[src/rtl/gpio_bank_pkg.sv]
package gpio_bank_pkg;
    localparam int unsigned BANK_W = 32;
    localparam int unsigned ADDR_W = 12;

    localparam logic [ADDR_W-1:0] OFF_LEVEL = 12'h004;
    localparam logic [ADDR_W-1:0] OFF_DIR   = 12'h01c;
    localparam logic [ADDR_W-1:0] OFF_SET   = 12'h034;
    localparam logic [ADDR_W-1:0] OFF_CLR   = 12'h04c;
    localparam logic [ADDR_W-1:0] OFF_BYP   = 12'h094;

    typedef enum logic {
        FLT_HOLD = 1'b0,
        FLT_QUAL = 1'b1
    } flt_state_e;
endpackage

[src/rtl/gpio_in_sync.sv]
module gpio_in_sync #(
    parameter int unsigned WIDTH = 64
) (
    input  logic             clk,
    input  logic             rst_n,
    input  logic [WIDTH-1:0] async_in,
    output logic [WIDTH-1:0] sync_out
);
    logic [WIDTH-1:0] meta_q;
    logic [WIDTH-1:0] sync_q;

    always_ff @(posedge clk) begin
        if (!rst_n) begin
            meta_q <= '0;
            sync_q <= '0;
        end else begin
            meta_q <= async_in;
            sync_q <= meta_q;
        end
    end

    assign sync_out = sync_q;
endmodule

[src/rtl/gpio_glitch_filter.sv]
module gpio_glitch_filter import gpio_bank_pkg::*; #(
    parameter int unsigned FILT_CYCLES = 3
) (
    input  logic clk,
    input  logic rst_n,
    input  logic sync_in,
    output logic filt_out
);
    localparam int unsigned CNT_W = $clog2(FILT_CYCLES + 1);
    localparam logic [CNT_W-1:0] CNT_LAST = CNT_W'(FILT_CYCLES - 1);

    flt_state_e       state_q, state_d;
    logic [CNT_W-1:0] cnt_q, cnt_d;
    logic             filt_q, filt_d;

    always_ff @(posedge clk) begin
        if (!rst_n) begin
            state_q <= FLT_HOLD;
            cnt_q   <= '0;
            filt_q  <= 1'b0;
        end else begin
            state_q <= state_d;
            cnt_q   <= cnt_d;
            filt_q  <= filt_d;
        end
    end

    always_comb begin
        state_d = state_q;
        cnt_d   = cnt_q;
        filt_d  = filt_q;
        unique case (state_q)
            FLT_HOLD: begin
                if (sync_in != filt_q) begin
                    state_d = FLT_QUAL;
                    cnt_d   = CNT_W'(1);
                end
            end
            FLT_QUAL: begin
                if (sync_in == filt_q) begin
                    state_d = FLT_HOLD;
                    cnt_d   = '0;
                end else if (cnt_q == CNT_LAST) begin
                    state_d = FLT_HOLD;
                    cnt_d   = '0;
                    filt_d  = sync_in;
                end else begin
                    cnt_d = cnt_q + CNT_W'(1);
                end
            end
            default: begin
                state_d = FLT_HOLD;
                cnt_d   = '0;
            end
        endcase
    end

    assign filt_out = filt_q;

    assert_accept_from_qual_R8: assert property (@(posedge clk) disable iff (!rst_n)
        (filt_q != $past(filt_q)) |-> ($past(state_q) == FLT_QUAL && $past(sync_in) == filt_q));

    assert_reject_keeps_level_R8: assert property (@(posedge clk) disable iff (!rst_n)
        (state_q == FLT_QUAL && sync_in == filt_q) |=> (state_q == FLT_HOLD && $stable(filt_q)));

    assert_hold_stable_R8: assert property (@(posedge clk) disable iff (!rst_n)
        (state_q == FLT_HOLD) |=> $stable(filt_q));
endmodule

[src/rtl/gpio_bank_regfile.sv]
module gpio_bank_regfile import gpio_bank_pkg::*; #(
    parameter int unsigned NUM_PINS = 64
) (
    input  logic                clk,
    input  logic                rst_n,
    input  logic                wr_en,
    input  logic                rd_en,
    input  logic [ADDR_W-1:0]   addr,
    input  logic [BANK_W-1:0]   wdata,
    input  logic [NUM_PINS-1:0] level_in,
    output logic [BANK_W-1:0]   rdata,
    output logic                rd_valid,
    output logic [NUM_PINS-1:0] dir_q,
    output logic [NUM_PINS-1:0] out_q,
    output logic [NUM_PINS-1:0] byp_q
);
    localparam int unsigned NUM_BANKS = NUM_PINS / BANK_W;

    logic [NUM_BANKS-1:0][BANK_W-1:0] bank_rd;
    logic [BANK_W-1:0]                rd_mux;
    logic [BANK_W-1:0]                rdata_q;
    logic                             rd_valid_q;

    for (genvar b = 0; b < NUM_BANKS; b++) begin : g_bank
        localparam logic [ADDR_W-1:0] STEP = ADDR_W'(4 * b);
        logic [BANK_W-1:0] dir_r, out_r, byp_r;
        logic              wr_dir, wr_set, wr_clr, wr_byp;

        assign wr_dir = wr_en && (addr == OFF_DIR + STEP);
        assign wr_set = wr_en && (addr == OFF_SET + STEP);
        assign wr_clr = wr_en && (addr == OFF_CLR + STEP);
        assign wr_byp = wr_en && (addr == OFF_BYP + STEP);

        always_ff @(posedge clk) begin
            if (!rst_n) begin
                dir_r <= '0;
                out_r <= '0;
                byp_r <= '0;
            end else begin
                if (wr_dir) dir_r <= wdata;
                if (wr_byp) byp_r <= wdata;
                if (wr_set)      out_r <= out_r | wdata;
                else if (wr_clr) out_r <= out_r & ~wdata;
            end
        end

        assign bank_rd[b] =
            (addr == OFF_LEVEL + STEP) ? level_in[b*BANK_W +: BANK_W] :
            (addr == OFF_DIR + STEP)   ? dir_r :
            (addr == OFF_BYP + STEP)   ? byp_r : '0;

        assign dir_q[b*BANK_W +: BANK_W] = dir_r;
        assign out_q[b*BANK_W +: BANK_W] = out_r;
        assign byp_q[b*BANK_W +: BANK_W] = byp_r;
    end

    always_comb begin
        rd_mux = '0;
        for (int i = 0; i < NUM_BANKS; i++) begin
            rd_mux = rd_mux | bank_rd[i];
        end
    end

    always_ff @(posedge clk) begin
        if (!rst_n) begin
            rdata_q    <= '0;
            rd_valid_q <= 1'b0;
        end else begin
            rd_valid_q <= rd_en;
            if (rd_en) rdata_q <= rd_mux;
        end
    end

    assign rdata    = rdata_q;
    assign rd_valid = rd_valid_q;
endmodule

[src/rtl/gpio_bank_regs.sv]
module gpio_bank_regs import gpio_bank_pkg::*; #(
    parameter int unsigned NUM_PINS    = 64,
    parameter int unsigned FILT_CYCLES = 3
) (
    input  logic                clk,
    input  logic                rst_n,
    input  logic                bus_wr_en,
    input  logic                bus_rd_en,
    input  logic [ADDR_W-1:0]   bus_addr,
    input  logic [BANK_W-1:0]   bus_wdata,
    output logic [BANK_W-1:0]   bus_rdata,
    output logic                bus_rd_valid,
    input  logic [NUM_PINS-1:0] pad_in,
    output logic [NUM_PINS-1:0] pad_out,
    output logic [NUM_PINS-1:0] pad_oe
);
    localparam int unsigned NUM_BANKS = NUM_PINS / BANK_W;

    logic [NUM_PINS-1:0] pin_sync;
    logic [NUM_PINS-1:0] pin_filt;
    logic [NUM_PINS-1:0] pin_level;
    logic [NUM_PINS-1:0] byp_bits;

    gpio_in_sync #(.WIDTH(NUM_PINS)) u_sync (
        .clk      (clk),
        .rst_n    (rst_n),
        .async_in (pad_in),
        .sync_out (pin_sync)
    );

    for (genvar p = 0; p < NUM_PINS; p++) begin : g_pin
        gpio_glitch_filter #(.FILT_CYCLES(FILT_CYCLES)) u_filt (
            .clk      (clk),
            .rst_n    (rst_n),
            .sync_in  (pin_sync[p]),
            .filt_out (pin_filt[p])
        );
    end

    assign pin_level = (byp_bits & pin_sync) | (~byp_bits & pin_filt);

    gpio_bank_regfile #(.NUM_PINS(NUM_PINS)) u_regs (
        .clk      (clk),
        .rst_n    (rst_n),
        .wr_en    (bus_wr_en),
        .rd_en    (bus_rd_en),
        .addr     (bus_addr),
        .wdata    (bus_wdata),
        .level_in (pin_level),
        .rdata    (bus_rdata),
        .rd_valid (bus_rd_valid),
        .dir_q    (pad_oe),
        .out_q    (pad_out),
        .byp_q    (byp_bits)
    );

    assert_rd_valid_next_R9: assert property (@(posedge clk) disable iff (!rst_n)
        bus_rd_en |=> bus_rd_valid);

    assert_rd_valid_idle_R9: assert property (@(posedge clk) disable iff (!rst_n)
        !bus_rd_en |=> !bus_rd_valid);

    for (genvar b = 0; b < NUM_BANKS; b++) begin : g_chk
        localparam logic [ADDR_W-1:0] STEP = ADDR_W'(4 * b);

        assert_set_raises_R3: assert property (@(posedge clk) disable iff (!rst_n)
            (bus_wr_en && bus_addr == OFF_SET + STEP) |=>
            ((pad_out[b*BANK_W +: BANK_W] & $past(bus_wdata)) == $past(bus_wdata)));

        assert_clr_lowers_R4: assert property (@(posedge clk) disable iff (!rst_n)
            (bus_wr_en && bus_addr == OFF_CLR + STEP) |=>
            ((pad_out[b*BANK_W +: BANK_W] & $past(bus_wdata)) == '0));

        assert_level_write_ignored_R5: assert property (@(posedge clk) disable iff (!rst_n)
            (bus_wr_en && bus_addr == OFF_LEVEL + STEP) |=>
            ($stable(pad_out) && $stable(pad_oe) && $stable(byp_bits)));
    end
endmodule

[config.mk]
export PLATFORM = sky130hd
export DESIGN_NAME = gpio_bank_regs
export DESIGN_NICKNAME = d
export VERILOG_FILES = /design/src/rtl/gpio_bank_pkg.sv /design/src/rtl/gpio_in_sync.sv /design/src/rtl/gpio_glitch_filter.sv /design/src/rtl/gpio_bank_regfile.sv /design/src/rtl/gpio_bank_regs.sv
export SDC_FILE = /design/constraint.sdc
export NUM_CORES = 1
export LEC_CHECK = 0
export ABC_CLOCK_PERIOD_IN_PS = 2200
export BUFFER_PORTS_ARGS = -buffer_cell sky130_fd_sc_hd__clkbuf_2
export CORE_UTILIZATION = 30
export CTS_CLUSTER_DIAMETER = 80
export CTS_CLUSTER_SIZE = 10
export DETAILED_ROUTE_END_ITERATION = 8
export PLACE_DENSITY_LB_ADDON = 0.25
export REMOVE_ABC_BUFFERS = 1
export SYNTH_ARGS = -nofsm -noshare
export SYNTH_HDL_FRONTEND = slang
export SYNTH_SLANG_ARGS = --single-unit
[constraint.sdc]
create_clock -name clk -period 2.2 [get_ports clk]
set_clock_uncertainty 0.15 [all_clocks]
set_input_delay 0.44 -clock clk [delete_from_list [all_inputs] [get_ports clk]]
set_output_delay 0.44 -clock clk [all_outputs]
set_load 0.03 [all_outputs]
# --- After elaboration in Yosys (flattened, before gate mapping) ---
# Cells that the tools add are included.
totals:
  wordCells: 1266
  in_bits: 112
  reg_bits: 609
classes:
  reduce_logical: 74
  n_eq_ne: 266
  add_sub_neg: 64
  n_mux: 522
  bitwise: 138
ops:
  columns: ["cell", "n"]
  rows:
  - ["two-way mux 2 bit", 192]
  - ["two-way mux 32 bit", 10]
  - ["case mux 2 bit (2 select lines)", 64]
  - ["two-way mux 1 bit", 192]
  - ["AND reduction 3 bit", 64]
  - ["adder 2 x 1 -> 2 bit (second input constant)", 64]
  - ["AND 64 bit", 2]
  - ["equality test 2 bit (second input constant)", 64]
  - ["inequality test 2 x 1 -> 1 bit (second input constant)", 64]
  - ["NOT 1 bit", 128]
  - ["case mux 1 bit (2 select lines)", 64]
  - ["OR 32 bit", 3]
  - ["AND 32 bit", 2]
  - ["equality test 1 bit", 64]
  - ["inequality test 1 bit", 64]
  - ["NOT 64 bit", 1]
  - ["OR 64 bit", 1]
  - ["equality test 12 x 6 -> 1 bit (second input constant)", 3]
  - ["NOT 32 bit", 1]
  - ["equality test 12 x 7 -> 1 bit (second input constant)", 2]
  - ["equality test 12 x 8 -> 1 bit (second input constant)", 2]
  - ["equality test 12 x 3 -> 1 bit (second input constant)", 1]
  - ["equality test 12 x 4 -> 1 bit (second input constant)", 1]
  - ["equality test 12 x 5 -> 1 bit (second input constant)", 1]
  - ["2 further kinds", 10]

# --- Depth between registers and ports, before layout ---
# Gate-level depths: netlist of the first run.
logic_depth:
  ltp_word: 5
  depth_mapped: 7
  ltp_nobuf: 4

# --- Cells and area by module ---
# Synthesis of the first run repeated with hierarchy kept, for this count alone.
unflattened:
  hier_cells: 2585
  hier_area_um2: 25434.4
by_module_without_submodules:
  columns: ["module", "n_inst", "seq_area_each_um2", "area_per_inst_um2", "cells_each"]
  rows:
  - ["gpio_glitch_filter", 64, 80.1, 168.9, 15]
  - ["gpio_bank_regfile", 1, 4504.3, 10112.2, 1291]
  - ["gpio_in_sync", 1, 2562.5, 3550.9, 270]
  - ["gpio_bank_regs", 1, 0.0, 960.9, 64]

# --- Worst setup path before layout of the first run ---
# No wires, ideal clock.
synth_path:
  path_kind: "input to register"
  start: "input bus_addr[9]"
  end: "register u_regs.g_bank[1].dir_r[14]"
  path_stages: 7
  path_buffers: 3
  required_time_ns: 1.934
  setup_slack_ns: -0.068
  arrival_ns: 2.002
  cell_sequence: "or4_1 > buf_6 > or4_1 > buf_2 > buf_6 > nand2_1 > a21boi_1"
synth_between:
  elab_chain_cells: 2
synth_rtl:
  columns: ["element", "line", "source"]
  rows:
  - ["start: declaration", "gpio_bank_regs.sv:9", "input logic [ADDR_W-1:0] bus_addr,"]
  - ["equality test 12 x 6 -> 1 bit", "gpio_bank_regfile.sv:29", "assign wr_dir = wr_en && (addr == OFF_DIR + STEP);"]
  - ["logical AND 1 bit", "gpio_bank_regfile.sv:29", null]
  - ["end signal: assignment", "gpio_bank_regfile.sv:40", "if (wr_dir) dir_r <= wdata;"]
  - ["end: declaration", "gpio_bank_regfile.sv:26", "logic [BANK_W-1:0] dir_r, out_r, byp_r;"]
# No other way between the ends.
# A chain may end at the register's enable or synchronous reset.

==> results.txt, run 1 <==
----------------------------------------------------
[Run status]
  Outcome ... complete, no violations

[Route]
  Via count of the routed design ... 20000
  Average wire per standard cell ... about 19 um
  Count of routing violations after the opening detailed-route iteration ... 1183
  Per-cell via count in the routed design ... between 5 and 6
  Router iterations before antenna repair ... 5
  Sum of routed wire segments on met1 ... around 33000 um
  Routed Wire Length ... roughly 76000 um
  Wire length on met3 ... 5510 um
  Number of nets with antenna violations after detailed routing ... 0
  Length of routed met2 wiring ... between 30000 and 40000 um
  Highest Signal Layer ... met5
  Number of design rule violations left after detail routing ... 0

[Clock tree]
  Clk sinks ... a little over 600
  Clock transition time at the flip-flop clock pins of the worst setup and hold paths ... approximately 0.050 ns
  Root Buffer ... sky130_fd_sc_hd__clkbuf_16
  Number of buffers on the longest clock path ... 3
  Source-to-sink clock delay at the later pin of the worst-skew pair ... ~0.6 ns
  Number of H-tree levels ... 3
  Clock buffers created by TritonCTS ... between 70 and 80
  TritonCTS clock tree ... done

[Floorplanning]
  Number of I/O pins ... ~270
  Cell Rows ... 105
  Floorplan Core Area ... just over 80000 um^2
  Die X ... around 290 um
  Vert. Die Dim ... 290 um
  Starting density of the core ... slightly above 30%
  Total die area ... about 84000 um^2

[Job]
  MaxCap Viol Count ... 0

[Finish]
  Fill cells ... 8214
  Share of post-route cells with drive strength above 1 ... about 22%
  Area of combinational cells with multiple inputs ... 11700 um^2
  Net count reported at finish ... 2968
  FF+latch area ... 12200 um^2
  Layout area overhead ... 23.5%

[Placement]
  DP Worst Slack ... -0.654 ns
  Final HPWL DP ... 52900 um
  Port Buffer Count ... between 200 and 300
  Final weighted congestion of routability-driven global placement ... approximately 0.78

[GRT]
  Remaining global-route overflow ... 0
  GRT Overall Usage ... 17.6%
  Maximum number of pins on one net before global-route repair ... 85
  First-pass GRT wire length ... 114000 um
  Via count of the first global-routing pass ... about 20000
  Number of antenna violations at the first check in global routing ... 6

[Setup path]
  Critical path endpoint category ... register
  Type of the worst setup path ... in2reg
  Arrival time at the worst endpoint ... roughly 2.5 ns
  Worst flop-to-flop path endpoint ... u_regs.rdata[20]$_SDFFE_PN0P_
  Maximum fanout along the worst path ... 17
  Worst Reg-to-Reg Cells ... 4
  Startpoint type of the worst setup path ... input port
  Origin of the critical flop-to-flop path ... u_regs.g_bank[0].byp_r[20]$_SDFFE_PN0P_
  Reg-to-reg slack, setup ... 0.63 ns
  Data required time of the worst path ... approximately 2.5 ns

[STA]
  Tmin final ... 2.19 ns
  Final cycle utilization of the critical path ... 99.7%
  Slew at the pin closest to its max-slew limit ... roughly 0.9 ns
  Final setup viols ... 0
  Fin. max-slew vios ... 0
  Smallest hold slack ... between 0.03 and 0.04 ns
  RSZ-0062 raised after global routing ... no
  Final hold vios ... 0
  Maximum clock frequency ... 456 MHz
  Worst Setup Slack, final ... roughly 0.006 ns
  Max-slew headroom ... a little over 40%

[Yosys]
  Synth top area cells ... sky130_fd_sc_hd__dfxtp_1, sky130_fd_sc_hd__mux2i_1, sky130_fd_sc_hd__nand2_1
  Mapped Cells ... about 2500
  Top-area cell type share of the netlist area ... between 40% and 50%
  #FFs+latches synth ... between 600 and 700
  Synth area leader ... sky130_fd_sc_hd__dfxtp_1
  Number of different library cells in the post-synthesis netlist ... between 50 and 60
  Syn avg cell area ... 9.90 um^2
  Share of synthesized flip-flops with an asynchronous set or reset ... 0%
  Synth warnings ... 0
  Primary FF master, synth ... sky130_fd_sc_hd__dfxtp_1
  Seq/Total Area, Yosys ... between 40 and 50%
  Number of enable-type register cells in the synthesized netlist ... 0
  Area of the mapped netlist ... ~25000 um^2

[Pwr]
  Power share of the clock group ... roughly 45%
  Peak supply drop ... about 0.45 mV
  Pint ... between 15 and 20 mW
  Net switching power figure ... 5.22 mW
  Combinational fraction of design power ... under 10%
  P per Cell Area ... ~750 nW/um^2
  Switching power share of the total ... a little under a quarter
  Seq pwr share ... about 50%
  Leakage power ... approximately 13 nW

[Hold path]
  Tightest Hold Check Type ... in2reg
  Hold Path Cell Cnt ... 2
  Hold wc startpoint ... bus_wdata[11]

----------------------------------------------------
Yosys cell counts, drive strengths merged, types with 5 or more instances:
| master | number |
|---|---|
| clkbuf | 115 |
| nor4 | 28 |
| nor3 | 5 |
| and3 | 65 |
| inv | 34 |
| nand2 | 280 |
| or3b | 64 |
| o22ai | 11 |
| a21boi | 203 |
| a31oi | 30 |
| buf | 74 |
| o211a | 64 |
| nand3b | 64 |
| and2 | 129 |
| o21ai | 142 |
| mux2 | 26 |
| xor2 | 64 |
| a31o | 20 |
| a21o | 32 |
| and4 | 16 |
| nand4b | 64 |
| a22oi | 28 |
| mux2i | 109 |
| nor2b | 100 |
| a21oi | 49 |
| a221oi | 15 |
| nand4 | 45 |
| dfxtp | 609 |
metrics by stage:
stage | total power [mW] | instances | setup TNS, ns | utilization [%] | area [um^2]
after global placement | 12.7 | 3782 | -97.82 | 34.2 | 28000
after CTS | 23.5 | 3931 | -0.00506 | 37.4 | 30600
after detailed placement | 12.8 | 3782 | -107.49 | 34.2 | 28000
after global routing | 24.1 | 3935 | 0 | 37.4 | 30700
final | 23.1 | 3939 | 0 | 37.4 | 30700
after floorplan | 12.1 | 2321 | -496.63 | - | 23900
cells by family (layout without fill, tap and decap cells):
logic type / count (synthesis) / in the layout / synth area share [%]
other cells: 0 / 4 / 0
flops: 609 / 609 / 49.1
compound gates: 598 / 598 / 17.2
buf+inv: 223 / 578 / 4.13
xor+xnor: 64 / 64 / 2.26
mux: 135 / 135 / 5.57
simple gates: 881 / 881 / 21.7
worst max-delay path: stages:
cell and delay [ns]:
sky130_fd_sc_hd__clkbuf_2 0.11, sky130_fd_sc_hd__or4_2 0.78, sky130_fd_sc_hd__buf_6 0.25, sky130_fd_sc_hd__nor4_4 0.14, sky130_fd_sc_hd__buf_4 0.19, sky130_fd_sc_hd__buf_2 0.32, sky130_fd_sc_hd__a21oi_1 0.12, sky130_fd_sc_hd__a21o_1 0.16
cells in the final DEF, fill, tap and decap left out, types with 7 or more instances in the layout:
cell	instances
sky130_fd_sc_hd__mux2i_1	109
sky130_fd_sc_hd__o21ai_0	142
sky130_fd_sc_hd__and4_1	15
sky130_fd_sc_hd__and3_1	65
sky130_fd_sc_hd__o22ai_1	11
sky130_fd_sc_hd__dfxtp_1	609
sky130_fd_sc_hd__nand4_1	45
sky130_fd_sc_hd__nor4_1	20
sky130_fd_sc_hd__dlygate4sd3_1	67
sky130_fd_sc_hd__nand3b_1	64
sky130_fd_sc_hd__nand4b_1	64
sky130_fd_sc_hd__a21boi_2	30
sky130_fd_sc_hd__and2_1	129
sky130_fd_sc_hd__buf_12	29
sky130_fd_sc_hd__a21o_1	32
sky130_fd_sc_hd__buf_4	88
sky130_fd_sc_hd__nor2b_1	100
sky130_fd_sc_hd__nand2_1	280
sky130_fd_sc_hd__a31o_1	19
sky130_fd_sc_hd__a31oi_1	30
sky130_fd_sc_hd__a21boi_0	96
sky130_fd_sc_hd__inv_1	33
sky130_fd_sc_hd__o211a_1	64
sky130_fd_sc_hd__a221oi_1	15
sky130_fd_sc_hd__mux2_2	26
sky130_fd_sc_hd__nor4_4	7
sky130_fd_sc_hd__clkbuf_2	271
sky130_fd_sc_hd__or3b_2	64
sky130_fd_sc_hd__xor2_1	64
sky130_fd_sc_hd__clkbuf_16	74
sky130_fd_sc_hd__a22oi_1	28
sky130_fd_sc_hd__a21oi_1	49
sky130_fd_sc_hd__a21boi_1	77
worst max-delay path by stage:
stage                start                                 endpoint  slack [ns]  depth (start not counted)
6_report       bus_addr[8]                                 register       0.006                          8
5_1_grt        bus_addr[8]                                 register       0.002                          8
4_1_cts        bus_addr[8]                                 register      -0.005                          7
3_5_place_dp   bus_addr[8]                                 register       -0.65                          7
3_3_place_gp   bus_addr[8]                                 register       -0.60                          7
2_1_floorplan  bus_addr[8]  u_regs.g_bank[0].byp_r[10]$_SDFFE_PN0P_       -2.80                          4
per-layer routing:
metal / track usage [%] / vias to the layer above
li1: - / 9602
met1: 22.3 / 9709
met2: 29.0 / 525
met3: 4.73 / 130
met4: 5.65 / 12
met5: 0 / -
power by group through the flow:
stage	combinational, mW	clock (mW)	sequential, mW
final	1.17	10.5	11.5
after global routing	1.27	11.3	11.5
after CTS	1.18	10.9	11.4
after detailed placement	1.08	0	11.7
after global placement	1.05	0	11.7
after floorplan	0.394	0	11.7
what timing repair did:
| item | 4_1_cts | 5_1_grt |
|---|---|---|
| setup buffers | 0 | 3 |
| gates resized for setup | 3 | 2 |
| endpoints found under the setup margin | 7 | 64 |
| endpoints found under the hold margin | 69 | 0 |
| hold buffers | 67 | 0 |
| cloned | 0 | 1 |
| pin swaps | 0 | 2 |
layout make-up:
| type | count | area share (%) |
|---|---|---|
| flip-flops and latches | 609 | 39.7 |
| multi-input cells | 1678 | 38.2 |
| repair buffers | 462 | 10.9 |
| clock buffers | 77 | 6.10 |
| well taps | 1070 | 4.36 |
| inverters | 34 | 0.416 |
| clock inverters | 5 | 0.224 |
| diodes | 4 | 0.0326 |
(Power assumes the default switching activity.)
==> run 2, diff against run 1 <==
--- a/config.mk
+++ b/config.mk
@@ -7,7 +7,7 @@
 export LEC_CHECK = 0
 export ABC_CLOCK_PERIOD_IN_PS = 2200
 export BUFFER_PORTS_ARGS = -buffer_cell sky130_fd_sc_hd__clkbuf_2
-export CORE_UTILIZATION = 30
+export CORE_UTILIZATION = 28
 export CTS_CLUSTER_DIAMETER = 80
 export CTS_CLUSTER_SIZE = 10
 export DETAILED_ROUTE_END_ITERATION = 8
==> results.txt, run 2 (synthesis gave the netlist of run 1 again) <==
----------------------------------------------------
[Run status]
  Outcome ... complete, no violations

[Hold path]
  Hold Path Cell Cnt ... 3 (+1)
  Tightest Hold Check Type ... in2reg

[Clock tree]
  Clk sinks ... 609 (unchanged)
  Root Buffer ... sky130_fd_sc_hd__clkbuf_16
  Number of H-tree levels ... 3 (unchanged)
  Number of buffers on the longest clock path ... 3 (unchanged)
  Clock transition time at the flip-flop clock pins of the worst setup and hold paths ... 0.06 ns (about the same)
  TritonCTS clock tree ... done
  Source-to-sink clock delay at the later pin of the worst-skew pair ... 0.60 ns (about the same)
  Clock buffers created by TritonCTS ... 71 (unchanged)

[STA]
  Worst Setup Slack, final ... 0.0538 ns (+0.0477 ns)
  Max-slew headroom ... 64.8% (+23 points)
  Smallest hold slack ... 0.0239 ns (-0.00715 ns)
  Final cycle utilization of the critical path ... 97.6% (-2.2 points)
  RSZ-0062 raised after global routing ... no
  Slew at the pin closest to its max-slew limit ... 0.529 ns (-0.351 ns)
  Setup tns final ... 0 ns (unchanged)
  Fin. max-slew vios ... 0 (unchanged)
  Final hold vios ... 0 (unchanged)
  Final setup viols ... 0 (unchanged)
  Tmin final ... 2.15 ns (-0.0477 ns)
  Maximum clock frequency ... 466 MHz (+2.2%)

[Route]
  Length of routed met2 wiring ... 33700 um (-4.6%)
  Sum of routed wire segments on met1 ... 33800 um (+2.2%)
  Count of routing violations after the opening detailed-route iteration ... 1190 (+0.59%)
  Highest Signal Layer ... met5
  Average wire per standard cell ... 18.3 um (-4.9%)
  Per-cell via count in the routed design ... 4.83 (-4.8%)
  Number of design rule violations left after detail routing ... 0 (unchanged)
  Routed Wire Length ... 73700 um (-2.9%)
  Wire length on met3 ... 4160 um (-24%)
  Router iterations before antenna repair ... 5 (unchanged)
  Number of nets with antenna violations after detailed routing ... 0 (unchanged)
  Via count of the routed design ... 19400 (-2.8%)

[Setup path]
  CP peak stage delay ... 0.79 ns (about the same)
  Count of cell instances traversed by the critical path ... 6 (-2)
  Arrival time at the worst endpoint ... 2.47 ns (-0.06 ns)
  Top delay family on crit path ... simple AND/OR/NAND/NOR gates
  Data required time of the worst path ... 2.52 ns (about the same)
  Critical path endpoint category ... register
  Startpoint type of the worst setup path ... input port
  Type of the worst setup path ... in2reg
  Crit path buf inv count ... 2 (-2)
  Master of the slowest instance on the critical path ... sky130_fd_sc_hd__or4_2
  Worst Reg-to-Reg Cells ... 4 (unchanged)
  Maximum fanout along the worst path ... 27 (+10)
  Most frequent cell on the critical path ... sky130_fd_sc_hd__or4_2
  Ordered list of cells on the worst path ... clkbuf_2 > or4_2 > or4_2 > buf_12 > nand2_1 > a21boi_0

[Pwr]
  Peak supply drop ... 0.435 mV (-2.4%)
  P per Cell Area ... 753 nW/um^2 (about the same)
  Leakage power ... 13.1 nW (-0.31%)
  Power after layout ... 23.2 mW (+0.13%)

[Placement]
  Port Buffer Count ... 272 (unchanged)
  DP Worst Slack ... -0.569 ns (+0.0846 ns)
  Final weighted congestion of routability-driven global placement ... 0.782 (+0.90%)
  Final HPWL DP ... 51000 um (-3.7%)

[Floorplanning]
  Starting density of the core ... 28.5% (-1.8 points)
  Vert. Die Dim ... 300 um (+3.5%)
  Cell Rows ... 108 (+2.9%)
  Total die area ... 89900 um^2 (+7.1%)
  Number of I/O pins ... 273 (unchanged)
  Floorplan Core Area ... 87300 um^2 (+6.5%)
  Die X ... 300 um (+3.5%)

[Finish]
  Most common library cell in the layout ignoring fill and taps ... sky130_fd_sc_hd__dfxtp_1
  Share of post-route cells with drive strength above 1 ... 21.5% (-0.12 points)
  Fill cells ... 9026 (+9.9%)
  Net count reported at finish ... 2965 (-0.10%)
  Highest-count cells in the layout ignoring fill and taps ... sky130_fd_sc_hd__dfxtp_1, sky130_fd_sc_hd__nand2_1, sky130_fd_sc_hd__clkbuf_2
  Final core utilization ... 35.2% (-2.2 points)
  Layout area overhead ... 23.8%

[GRT]
  GRT Overall Usage ... 16.0% (-1.6 points)
  Remaining global-route overflow ... 0 (unchanged)
  Via count of the first global-routing pass ... 18500 (-8.3%)
  Maximum number of pins on one net before global-route repair ... 135 (+59%)
  First-pass GRT wire length ... 112000 um (-2.4%)
  Number of antenna violations at the first check in global routing ... 9 (+3)

[Job]
  MaxCap Viol Count ... 0 (unchanged)

----------------------------------------------------
run 2: final timing paths:
path                                           start                                 endpoint  slack [ns]
max                                      bus_addr[9]   u_regs.g_bank[1].dir_r[0]$_SDFFE_PN0P_        0.05
min                                    bus_wdata[28]  u_regs.g_bank[1].byp_r[28]$_SDFFE_PN0P_        0.02
max reg2reg  u_regs.g_bank[0].byp_r[16]$_SDFFE_PN0P_            u_regs.rdata[16]$_SDFFE_PN0P_        0.71
min reg2reg             u_sync.meta_q[56]$_SDFF_PN0_           u_sync.sync_out[56]$_SDFF_PN0_        0.28
run 2: metal layers:
layer  track usage, %  up-vias
met5                0        -
met3             3.43      110
li1                 -     9571
met4             5.84        8
met1             21.1     9275
met2             25.7      446
run 2: stage by stage:
stage,instance area [um^2],std cells
2_1_floorplan,23900,2321
3_3_place_gp,28100,3867
3_5_place_dp,28100,3867
4_1_cts,30700,4017
5_1_grt,30700,4019
6_report,30700,4020
run 2: tightest hold or removal path: cells and delay by family:
family | cells | cell delay, ns
AO/OA/AOI/OAI | 1 | 0.05
buffers and inverters | 1 | 0.16
AND/OR/NAND/NOR | 1 | 0.08
run 2: power by group:
| group | switching (mW) | internal (mW) | total (mW) |
|---|---|---|---|
| Combinational | 0.629 | 0.537 | 1.17 |
| Clock | 4.47 | 6.08 | 10.5 |
| Sequential | 0.167 | 11.3 | 11.4 |
| Total | 5.26 | 17.9 | 23.2 |
run 2: what timing repair did:
item / in CTS / in global routing
endpoints found under the hold margin: 69 / 0
endpoints found under the setup margin: 0 / 16
resized for setup: 0 / 3
setup buffers: 0 / 1
hold buffers: 67 / 0
run 2: layout make-up:
cell class              count  area, um^2  area share (%)
diodes                      2        5.00          0.0163
clock buffers              79        1910            6.22
clock inverters             4        37.5           0.122
inverters                  34         128           0.415
multi-input cells        1678       11700            38.2
flip-flops and latches    609       12200            39.7
well taps                1155        1450            4.70
repair buffers            459        3290            10.7
==> run 3, diff against run 2 <==
--- a/config.mk
+++ b/config.mk
@@ -8,6 +8,7 @@
 export ABC_CLOCK_PERIOD_IN_PS = 2200
 export BUFFER_PORTS_ARGS = -buffer_cell sky130_fd_sc_hd__clkbuf_2
 export CORE_UTILIZATION = 28
+export CTS_BUF_LIST = sky130_fd_sc_hd__clkbuf_4
 export CTS_CLUSTER_DIAMETER = 80
 export CTS_CLUSTER_SIZE = 10
 export DETAILED_ROUTE_END_ITERATION = 8
==> results.txt, run 3 (synthesis gave the netlist of run 1 again) <==
----------------------------------------------------
[Clock tree]
  Clock buffers created by TritonCTS ... 71 (unchanged)
  Source-to-sink clock delay at the later pin of the worst-skew pair ... 0.85 ns (+0.25 ns)
  Root Buffer ... sky130_fd_sc_hd__clkbuf_4
  Number of H-tree levels ... 3 (unchanged)
  Clk sinks ... 609 (unchanged)
  TritonCTS clock tree ... done
  Clock transition time at the flip-flop clock pins of the worst setup and hold paths ... 0.13 ns (+0.07 ns)
  Number of buffers on the longest clock path ... 3 (unchanged)

[Setup path]
  Ordered list of cells on the worst path ... dlygate4sd3_1 > clkbuf_2 > or4b_4 > or4_2 > buf_12 > nand2_1 > a21boi_0
  Type of the worst setup path ... in2reg
  Startpoint type of the worst setup path ... input port
  Origin of the critical flop-to-flop path ... u_regs.g_bank[0].byp_r[19]$_SDFFE_PN0P_
  Master of the slowest instance on the critical path ... sky130_fd_sc_hd__or4_2
  Top delay family on crit path ... simple AND/OR/NAND/NOR gates
  CP peak stage delay ... 0.62 ns (-0.17 ns)
  Critical path endpoint category ... register
  Worst Setup SP ... bus_addr[6]
  Arrival time at the worst endpoint ... 2.76 ns (+0.29 ns)
  Crit path buf inv count ... 3 (+1)
  Data required time of the worst path ... 2.76 ns (+0.24 ns)
  Maximum fanout along the worst path ... 27 (unchanged)

[Floorplanning]
  Cell Rows ... 108 (unchanged)
  Starting density of the core ... 28.5% (unchanged)
  Total die area ... 89900 um^2 (unchanged)
  Vert. Die Dim ... 300 um (unchanged)
  Floorplan Core Area ... 87300 um^2 (unchanged)
  Number of I/O pins ... 273 (unchanged)
  Die X ... 300 um (unchanged)

[GRT]
  First-pass GRT wire length ... 112000 um (about the same)
  Maximum number of pins on one net before global-route repair ... 135 (unchanged)
  Via count of the first global-routing pass ... 18700 (+1.0%)
  Remaining global-route overflow ... 0 (unchanged)
  GRT Overall Usage ... 16.0% (-0.017 points)
  Number of antenna violations at the first check in global routing ... 10 (+1)

[Placement]
  Final HPWL DP ... 51000 um (unchanged)
  Final weighted congestion of routability-driven global placement ... 0.782 (unchanged)
  Port Buffer Count ... 272 (unchanged)

[Job]
  MaxCap Viol Count ... 0 (unchanged)

[Finish]
  Layout area overhead ... 20.4%
  Net count reported at finish ... 3005 (+1.3%)
  Highest-count cells in the layout ignoring fill and taps ... sky130_fd_sc_hd__dfxtp_1, sky130_fd_sc_hd__nand2_1, sky130_fd_sc_hd__clkbuf_2
  Share of post-route cells with drive strength above 1 ... 21.8% (+0.25 points)
  Most common library cell in the layout ignoring fill and taps ... sky130_fd_sc_hd__dfxtp_1

[Pwr]
  Power share of the clock group ... 30.5% (-15 points)
  Pint ... 13.6 mW (-24%)
  Switching power share of the total ... 25.2% (+2.4 points)
  Combinational fraction of design power ... 6.8% (+1.8 points)
  Leakage power ... 12.7 nW (-2.9%)
  Seq pwr share ... 62.8% (+13 points)
  Peak supply drop ... 0.256 mV (-41%)
  P per Cell Area ... 608 nW/um^2 (-19%)
  Power after layout ... 18.2 mW (-21%)
  Net switching power figure ... 4.58 mW (-13%)

[Run status]
  Outcome ... complete, no violations

[Hold path]
  Tightest Hold Check Type ... in2reg
  Hold wc startpoint ... bus_addr[7]

[STA]
  Smallest hold slack ... 0.141 ns (+0.117 ns)
  Tmin final ... 2.20 ns (+0.0502 ns)
  Final hold vios ... 0 (unchanged)
  Final cycle utilization of the critical path ... 99.8% (+2.3 points)
  Max-slew headroom ... 63.5% (-1.3 points)
  Slew at the pin closest to its max-slew limit ... 0.548 ns (+0.0190 ns)
  Maximum clock frequency ... 455 MHz (-2.3%)
  Setup tns final ... 0 ns (unchanged)
  Final setup viols ... 0 (unchanged)
  Fin. max-slew vios ... 0 (unchanged)
  RSZ-0062 raised after global routing ... yes

[Route]
  Count of routing violations after the opening detailed-route iteration ... 1206 (+1.3%)
  Per-cell via count in the routed design ... 4.79 (-0.88%)
  Router iterations before antenna repair ... 5 (unchanged)
  Via count of the routed design ... 19400 (+0.20%)
  Routed Wire Length ... 73700 um (about the same)
  Number of nets with antenna violations after detailed routing ... 0 (unchanged)
  Number of design rule violations left after detail routing ... 0 (unchanged)
  Average wire per standard cell ... 18.1 um (-1.1%)

----------------------------------------------------
-- run 3: cell types whose count changed in the layout (fill, tap and decap cells not counted), sizes merged --
cell / delta
clkbuf: -2
buf: +1
clkinv: -1
bufinv: +1
dlygate4sd3: +41
diode: +4
-- run 3: power by group through the flow --
stage | clock (mW) | combinational [mW] | sequential [mW]
after CTS | 5.92 | 1.24 | 11.4
after global routing | 6.32 | 1.33 | 11.5
after floorplan | 0 | 0.394 | 11.7
final | 5.55 | 1.23 | 11.4
after detailed placement | 0 | 1.08 | 11.7
after global placement | 0 | 1.09 | 11.7
-- run 3: timing repair --
| action | CTS | global route |
|---|---|---|
| endpoints found under the hold margin | 341 | 0 |
| gates resized for setup | 36 | 5 |
| buffers inserted | 0 | 0 |
| hold buffers | 108 | 0 |
| pin swaps | 0 | 0 |
| endpoints found under the setup margin | 26 | 36 |
-- run 3: metrics by stage --
stage	std cells	instance area (um^2)	utilization (%)	setup slack [ns]
detailed placement	3867	28100	32.2	-0.569
CTS	4058	29900	34.2	0.000770
floorplan	2321	23900	-	-2.80
global route	4063	29900	34.3	-0.0346
global placement	3867	28100	32.2	-0.558
finish	4064	29900	34.3	0.00359
-- run 3: final timing paths --
path	endpoint	slack [ns]	cells past startpoint
setup / recovery	u_regs.g_bank[1].dir_r[0]$_SDFFE_PN0P_	0.004	7
hold / removal	u_regs.rdata[31]$_SDFFE_PN0P_	0.14	5
setup reg to reg	u_regs.rdata[19]$_SDFFE_PN0P_	0.70	4
hold reg to reg	u_sync.sync_out[51]$_SDFF_PN0_	0.29	1
-- run 3: area by class of cell --
type | count | area (um^2)
clock inverters | 4 | 46.3
repair buffers | 499 | 3740
diodes | 6 | 15.0
multi-input cells | 1678 | 11700
clock buffers | 79 | 593
fillers | 9133 | 57400
flip-flops and latches | 609 | 12200
well taps | 1155 | 1450
inverters | 34 | 128
-- run 3: worst min-delay path: cells and delay by family --
family          cells  cell delay, ns
simple gates        1            0.19
compound gates      3            0.37
buf+inv             1            0.12
-- run 3: layer usage --
metal	routed length [um]	track usage, %	up-vias
met5	55	0	-
met3	4130	3.48	107
met4	1850	4.92	8
met1	33800	21.2	9264
li1	-	-	9652
met2	33900	26.0	418
